File: src/rtl/spline_pkg.sv
package spline_pkg;

  localparam int unsigned MAX_ORDER = 3;

  // number of accumulator registers an order needs (value plus one per difference)
  function automatic int unsigned stage_count(input int unsigned order);
    return order + 1;
  endfunction

endpackage

File: src/rtl/spline_acc_stage.sv
module spline_acc_stage #(
  parameter int unsigned AW      = 32,
  parameter bit          HAS_INC = 1'b1
) (
  input  logic          clk,
  input  logic          rst,
  input  logic          load,
  input  logic [AW-1:0] init,
  input  logic [AW-1:0] inc,
  output logic [AW-1:0] q
);

  always_ff @(posedge clk) begin
    if (rst) begin
      q <= '0;
    end else if (load) begin
      q <= init;
    end else begin
      q <= q + (HAS_INC ? inc : '0);
    end
  end

endmodule

File: src/rtl/spline_interp.sv
module spline_interp #(
  parameter int unsigned W     = 16,
  parameter int unsigned F     = 16,
  parameter int unsigned ORDER = 3
) (
  input  logic             clk,
  input  logic             rst,
  input  logic             knot_load,
  input  logic [W-1:0]     knot_value,
  input  logic [W+F-1:0]   knot_d1,
  input  logic [W+F-1:0]   knot_d2,
  input  logic [W+F-1:0]   knot_d3,
  output logic [W-1:0]     value_out
);

  localparam int unsigned AW  = W + F;
  localparam int unsigned NST = spline_pkg::stage_count(ORDER);

  logic [AW-1:0] coef [spline_pkg::MAX_ORDER+1];
  logic [AW-1:0] acc  [NST];

  assign coef[0] = {knot_value, {F{1'b0}}};
  assign coef[1] = knot_d1;
  assign coef[2] = knot_d2;
  assign coef[3] = knot_d3;

  // stage k holds difference k; every stage below the top adds its upper neighbour
  for (genvar k = 0; k < NST; k++) begin : g_stage
    logic [AW-1:0] inc;
    if (k < ORDER) begin : g_inc
      assign inc = acc[k+1];
    end else begin : g_top
      assign inc = '0;
    end
    spline_acc_stage #(
      .AW      (AW),
      .HAS_INC (k < ORDER)
    ) u_stage (
      .clk  (clk),
      .rst  (rst),
      .load (knot_load),
      .init (coef[k]),
      .inc  (inc),
      .q    (acc[k])
    );
  end

  assign value_out = acc[0][AW-1:F];

endmodule

File: config.mk
export PLATFORM = sky130hd
export DESIGN_NAME = spline_interp
export DESIGN_NICKNAME = d
export VERILOG_FILES = /design/src/rtl/spline_pkg.sv /design/src/rtl/spline_acc_stage.sv /design/src/rtl/spline_interp.sv
export SDC_FILE = /design/constraint.sdc
export NUM_CORES = 1
export LEC_CHECK = 0
export BUFFER_PORTS_ARGS = -buffer_cell sky130_fd_sc_hd__buf_2
export CAP_MARGIN = 0
export CORE_UTILIZATION = 59
export CTS_CLUSTER_DIAMETER = 60
export DETAILED_ROUTE_END_ITERATION = 10
export PLACE_DENSITY = 0.82
export SYNTH_ARGS = -nofsm -noshare
export SYNTH_HDL_FRONTEND = slang
export SYNTH_SLANG_ARGS = --single-unit
File: constraint.sdc
create_clock -name clk -period 2.8 [get_ports clk]
set_input_delay 0.84 -clock clk [delete_from_list [all_inputs] [get_ports clk]]
set_output_delay 0.84 -clock clk [all_outputs]
set_load 0.05 [all_outputs]
==> flow_metrics.env, run 1 <==
export IMPL_antennaDiodeCount=0
export IMPL_n_fill_cell=1227
export IMPL_pwr_density_cell_nw_per_um2=574
export IMPL_cts_clk_slew_worst_paths_ns=0.06
export IMPL_fin_ws_ns=0.102
export IMPL_seq_area_frac_synth=0.276
export IMPL_synth_area_um2=9270
export IMPL_top_regs="g_stage.u_stage.q: 128 flops"
export IMPL_antenna_left=0
export IMPL_largest_register_ffs=128
export IMPL_postSynthAreaPerCell_um2=8.02
export IMPL_die_y_um=127
export IMPL_critPathRequiredTime_ns=3.14
export IMPL_worstSetupPathType="reg2reg"
export IMPL_clk_latency_ns=0.43
export IMPL_arrival_ns=3.04
export IMPL_cts_buffers=17
export IMPL_fmax_mhz=371
export IMPL_cap_violations=0
export IMPL_hp_class="reg2reg"
export IMPL_synth_warnings=0
export IMPL_ioPinCount=131
export IMPL_routedWlPerCell_um=17.5
export IMPL_synth_top_cell_area_share=0.276
export IMPL_cp_max_fo=4
export IMPL_yosysMostFrequentCell="nor2_1"
export IMPL_vias=9155
export IMPL_grt_util_all_layers=0.329
export IMPL_startpoint_type="flop"
export IMPL_min_period_over_period=0.964
export IMPL_worst_pin_slew_ns=0.572
export IMPL_status="finished clean"
export IMPL_start_util=0.607
export IMPL_async_flop_share=0
export IMPL_drive_gt1_frac=0.181
export IMPL_wirelength_um=26200
export IMPL_routabilityCongestion=0.963
export IMPL_endpoint_kind="flop"
export IMPL_skew_ns=0.00841
export IMPL_grt_pass1_wl_um=42100
export IMPL_synth_ff_type="dfxtp_1"
export IMPL_vdd_drop_max_uv=590
export IMPL_overflow=0
export IMPL_drtIter0Drc=633
export IMPL_min_period_ns=2.70
export IMPL_grt_max_degree=47
export IMPL_leakagePower_nw=5.13
export IMPL_syn_num_nets=1367
export IMPL_portBuffers=130
export IMPL_setup_viol=0
export IMPL_finalPower_mw=6.26
export IMPL_synthTopCellsByArea="dfxtp_1 (28%), ha_1 (13%), a21oi_1 (5.9%), nor2_1 (5.4%), nand2_1 (4.5%)"
export IMPL_htreeDepth=4
export IMPL_ys_types=78
export IMPL_vias_per_cell=6.11
export IMPL_synth_edf_count=0
export IMPL_nNetsFinal=1486
export IMPL_coreArea_um2=15300
export IMPL_rrSetupSlack_ns=0.10
export IMPL_maxSlewViolCount=0
export IMPL_clock_sinks=128
export IMPL_synth_area_leader_cell="dfxtp_1"
export IMPL_grt_pass1_vias=8769
export IMPL_dp_slack_ns=0.0182
export IMPL_slew_headroom=0.619
export IMPL_syn_to_final_growth_pct=17.6
export IMPL_synth_seq_cells=128
export IMPL_hpwl_um=19100
export IMPL_drtPass1Iterations=6
export IMPL_root_buffer="clkbuf_16"
export IMPL_die_area_um2=16200
export IMPL_cts_tree="yes"
export IMPL_synthTopCellsByCount="nor2_1 (134), dfxtp_1 (128), nand2_1 (112)"
export IMPL_syn_inst=1156
export IMPL_die_w_um=127
export IMPL_antenna_found_initial=0
export IMPL_regMostFlops="g_stage.u_stage.q"
export IMPL_hold_violations=0
export IMPL_clockBufferDepth=2
export IMPL_drc=0
export IMPL_num_rows=45
cell usage in the layout, fill, tap and decap left out, types with 5 or more instances in the layout:
cell | synthesis | routed
bufinv_16 | 0 | 5
xnor2_1 | 33 | 33
nand3_1 | 32 | 32
buf_2 | 0 | 128
o21a_1 | 14 | 14
nand4_1 | 16 | 16
nor2b_1 | 6 | 6
nand2_1 | 112 | 112
o21ai_0 | 61 | 59
a31oi_1 | 10 | 9
a21oi_2 | 0 | 5
ha_1 | 93 | 87
o21bai_1 | 13 | 13
o221ai_1 | 5 | 5
inv_1 | 24 | 24
buf_4 | 17 | 36
nor3_1 | 26 | 25
a21o_1 | 48 | 48
or4_1 | 5 | 5
clkbuf_16 | 0 | 17
o2111ai_1 | 6 | 5
and2_1 | 10 | 10
xor2_1 | 26 | 26
nor2_1 | 134 | 133
nor4_1 | 8 | 7
dfxtp_1 | 128 | 128
a21oi_1 | 110 | 105
o31ai_1 | 7 | 7
a211oi_1 | 18 | 17
mux2i_1 | 39 | 39
o211ai_1 | 12 | 12
and3_1 | 12 | 12
nand2b_1 | 5 | 5
routing by layer:
| layer | routed length (um) | track usage | up-vias |
|---|---|---|---|
| met5 | 0 | 0 | - |
| met4 | 996 | 0.160 | 0 |
| met3 | 1680 | 0.0590 | 79 |
| met2 | 12700 | 0.569 | 403 |
| met1 | 10900 | 0.394 | 4183 |
| li1 | - | - | 4490 |
area by class of cell:
| class | count | area, um^2 | area share |
|---|---|---|---|
| Inverter | 25 | 93.8 | 0.00861 |
| Multi-Input combinational cell | 939 | 6400 | 0.588 |
| Tap cell | 211 | 264 | 0.0242 |
| Sequential cell | 128 | 2560 | 0.235 |
| Clock buffer | 19 | 453 | 0.0416 |
| Timing Repair Buffer | 164 | 911 | 0.0836 |
| Clock inverter | 13 | 209 | 0.0192 |
worst max-delay path: stages (launching register included):
cell and delay [ns]:
dfxtp_1 0.48, ha_1 0.29, a21o_1 0.17, a21oi_1 0.31, o211ai_1 0.19, buf_4 0.19, and4_1 0.20, o21ai_0 0.24
a21boi_0 0.17, o21a_1 0.19, nor3_1 0.17
cells by family after synthesis:
family                   count (synthesis)  share of synthesized area
AND/OR/NAND/NOR                        386                      0.190
adder cells (fa/ha/maj)                 96                      0.132
AO/OA/AOI/OAI                          359                      0.256
flip-flops                             128                      0.276
XOR/XNOR                                59                     0.0558
multiplexers                            39                     0.0421
buffers and inverters                   89                     0.0468
where the power goes:
group,switching [mW],leakage [nW],total (mW),internal (mW)
registers,0.130,1.06,2.11,1.98
logic,0.980,3.76,1.65,0.668
clock network,0.871,0.316,2.50,1.63
total,1.98,5.13,6.26,4.28
path summary, 6_finish.rpt:
check | start | endpoint | cells after the start
min | g_stage[3].u_stage.q[6]$_SDFFE_PP0P_ | g_stage[3].u_stage.q[6]$_SDFFE_PP0P_ | 2
max reg2reg | g_stage[1].u_stage.q[1]$_SDFF_PP0_ | g_stage[0].u_stage.q[15]$_SDFF_PP0_ | 10
min reg2reg | g_stage[3].u_stage.q[6]$_SDFFE_PP0P_ | g_stage[3].u_stage.q[6]$_SDFFE_PP0P_ | 2
max | g_stage[1].u_stage.q[1]$_SDFF_PP0_ | g_stage[0].u_stage.q[15]$_SDFF_PP0_ | 10
what timing repair did:
item                       CTS  global route
setup endpoints to repair    5            26
pin swaps                    0             2
hold buffers                 0             0
setup buffers                0             1
resized for setup            2            27
stage by stage:
step	area, um^2	cells	setup TNS, ns	hold slack (ns)	util
floorplan	9270	1156	0	0.467	-
global placement	10100	1466	0	0.480	0.662
detailed placement	10100	1466	0	0.494	0.662
CTS	10800	1498	0	0.508	0.706
global route	10900	1499	-0.0435	0.532	0.714
finish	10900	1499	0	0.500	0.714
Note: power is estimated with default switching activity, not from simulation.
==> run 2: changes to the inputs <==
PLACE_DENSITY = 0.84   (was 0.82)
==> run 2 against run 1 <==
  * Routed wire length increased by 0.23%
  * Clock skew about the same
  * Register-to-register slack worse by 0.03 ns
  * Utilization down 0.45 points
  * Cell count unchanged
  * First-iteration DRC count increased by 6.8%
  * Die area unchanged
  * Global-route usage is 0.12 points higher
  * Clock power decreased by 8%
  * Worst hold slack better by 0.0025 ns
  * Via count up 1.7%
  * Sequential power barely moved
  * Critical endpoint is now g_stage[0].u_stage.q[30]$_SDFF_PP0_
  * Largest cell class unchanged
==> flow_metrics.env, run 2 (same netlist as run 1, synthesis figures left out) <==
export IMPL_pwr_share_seq=0.348
export IMPL_drtPass1Iterations=5
export IMPL_num_rows=45
export IMPL_wirelength_um=26300
export IMPL_regMostFlops="g_stage.u_stage.q"
export IMPL_critPathRequiredTime_ns=3.14
export IMPL_cp_slowest_stage_delay_ns=0.39
export IMPL_path_cells="ha_1, fa_2, a21oi_2, o22ai_1, a21o_1, a2111oi_4, o31ai_2, o21ai_1, xor2_1, a211oi_1"
export IMPL_power_switching_mw=2.02
export IMPL_hold_violations=0
export IMPL_worstSetupPathType="reg2reg"
export IMPL_status="finished clean"
export IMPL_fin_ws_ns=0.0683
export IMPL_die_area_um2=16200
export IMPL_endpoint_kind="flop"
export IMPL_min_period_over_period=0.976
export IMPL_cts_tree="yes"
export IMPL_syn_to_final_growth_pct=16.8
export IMPL_layoutNonFillerInstCount=1499
export IMPL_setup_viol=0
export IMPL_hp_class="reg2reg"
export IMPL_root_buffer="clkbuf_16"
export IMPL_drtIter0Drc=676
export IMPL_place_area_um2=10100
export IMPL_worstSetupEndpoint="g_stage[0].u_stage.q[30]$_SDFF_PP0_"
export IMPL_antenna_left=0
export IMPL_drive_gt1_frac=0.177
export IMPL_antennaDiodeCount=0
export IMPL_start_util=0.607
export IMPL_r2r_end="g_stage[0].u_stage.q[30]$_SDFF_PP0_"
export IMPL_crit_start="g_stage[1].u_stage.q[0]$_SDFF_PP0_"
export IMPL_portBuffers=130
export IMPL_final_setup_tns_ns=0
export IMPL_layout_common_cells="nor2_1 (133), buf_2 (129), dfxtp_1 (128)"
export IMPL_antenna_found_initial=1
export IMPL_grtUsageMet2=0.582
export IMPL_busiest_layer="met2"
export IMPL_final_cell_area_um2=10800
export IMPL_drc=0
export IMPL_hpwl_um=18900
export IMPL_intPower_mw=4.05
export IMPL_leakagePower_nw=5.14
export IMPL_n_fill_cell=1229
export IMPL_worst_pin_slew_ns=0.668
export IMPL_clk_latency_ns=0.43
export IMPL_rrSetupSlack_ns=0.07
export IMPL_largest_register_ffs=128
export IMPL_slew_headroom=0.553
export IMPL_vias=9313
export IMPL_pwr_density_cell_nw_per_um2=560
export IMPL_die_y_um=127
export IMPL_crit_slowest_cell="a2111oi_4"
export IMPL_holdWs_ns=0.503
export IMPL_finalPower_mw=6.06
export IMPL_htreeDepth=4
export IMPL_power_frac_comb=0.272
export IMPL_grt_pass1_vias=8937
export IMPL_clockBufferDepth=2
export IMPL_swShare=0.332
export IMPL_die_w_um=127
export IMPL_mostFrequentLayoutCell="nor2_1"
export IMPL_cts_buffers=17
export IMPL_globalRouteMet3Util=0.0528
export IMPL_grt_pass1_wl_um=42200
export IMPL_dp_cells=1463
export IMPL_arrival_ns=3.07
export IMPL_routabilityCongestion=0.962
export IMPL_routedWlPerCell_um=17.5
export IMPL_min_period_ns=2.73
export IMPL_worst_r2r_path_depth=10
export IMPL_clock_sinks=128
export IMPL_rsz0062_at_grt="true"
export IMPL_power_frac_clock=0.381
export IMPL_timing_rr_start="g_stage[1].u_stage.q[0]$_SDFF_PP0_"
export IMPL_grt_max_degree=77
export IMPL_startpoint_type="flop"
export IMPL_fin_util=0.710
export IMPL_coreArea_um2=15300
export IMPL_vdd_drop_max_uv=488
export IMPL_maxSlewViolCount=0
export IMPL_cap_violations=0
export IMPL_cts_clk_slew_worst_paths_ns=0.06
export IMPL_top_regs="g_stage.u_stage.q: 128 flops"
export IMPL_skew_ns=0.00796
export IMPL_grt_util_all_layers=0.330
export IMPL_ioPinCount=131
export IMPL_fmax_mhz=366
export IMPL_nNetsFinal=1486
export IMPL_multi_input_area_um2=6370
export IMPL_use_met1=0.386
export IMPL_vias_per_cell=6.21
export IMPL_layout_area_seq_um2=2560
export IMPL_dp_slack_ns=-0.0429
export IMPL_overflow=0
export IMPL_cp_max_fo=3
-- run 2: cell count changes in the layout (fill, tap and decap cells not counted), moves of 2 or more --
cell,before,now
clkbuf_8,2,0
o21ai_0,59,57
ha_1,87,91
clkinv_4,2,5
bufinv_16,5,3
ha_4,2,0
o21ai_1,2,4
buf_4,36,34
inv_6,1,3
ha_2,4,2
-- run 2: worst min path at each step --
stage,from,to,slack (ns),cells after the start
final,g_stage[3].u_stage.q[25]$_SDFFE_PP0P_,g_stage[3].u_stage.q[25]$_SDFFE_PP0P_,0.50,2
after CTS,g_stage[3].u_stage.q[25]$_SDFFE_PP0P_,g_stage[3].u_stage.q[25]$_SDFFE_PP0P_,0.51,2
after global routing,g_stage[3].u_stage.q[24]$_SDFFE_PP0P_,g_stage[3].u_stage.q[24]$_SDFFE_PP0P_,0.53,2
after global placement,g_stage[3].u_stage.q[0]$_SDFFE_PP0P_,g_stage[3].u_stage.q[0]$_SDFFE_PP0P_,0.48,2
after detailed placement,g_stage[3].u_stage.q[23]$_SDFFE_PP0P_,g_stage[3].u_stage.q[23]$_SDFFE_PP0P_,0.50,2
after floorplan,g_stage[3].u_stage.q[29]$_SDFFE_PP0P_,g_stage[3].u_stage.q[29]$_SDFFE_PP0P_,0.47,2
-- run 2: worst max-delay path: cells and delay by family, from the launching register on --
kind	cells	cell delay, ns
AO/OA/AOI/OAI	7	1.60
adder cells (fa/ha/maj)	2	0.61
XOR/XNOR	1	0.10
flip-flops	1	0.32
-- run 2: power groups by stage --
stage	Sequential, mW	Clock, mW	Combinational [mW]
after floorplan	2.09	0	1.23
after global placement	2.14	0	1.53
after detailed placement	2.14	0	1.57
after CTS	2.11	2.31	1.61
after global routing	2.12	2.39	1.82
final	2.11	2.31	1.65
-- run 2: what timing repair did --
item,4_1_cts,5_1_grt
pin swaps,0,10
gates resized for setup,5,20
hold buffers,0,0
setup endpoints to repair,7,30
gates cloned,0,0
buffers inserted,0,4
-- run 2: area by class of cell --
class | count | area share
Sequential cell | 128 | 0.237
Tap cell | 211 | 0.0244
Multi-Input combinational cell | 939 | 0.589
Inverter | 25 | 0.00867
Clock buffer | 17 | 0.0393
Timing Repair Buffer | 164 | 0.0851
Clock inverter | 15 | 0.0171
-- run 2: metal layers --
metal,vias to the layer above,routed length (um)
li1,4490,-
met3,79,1630
met5,-,0
met1,4348,10700
met2,396,12800
met4,0,1170
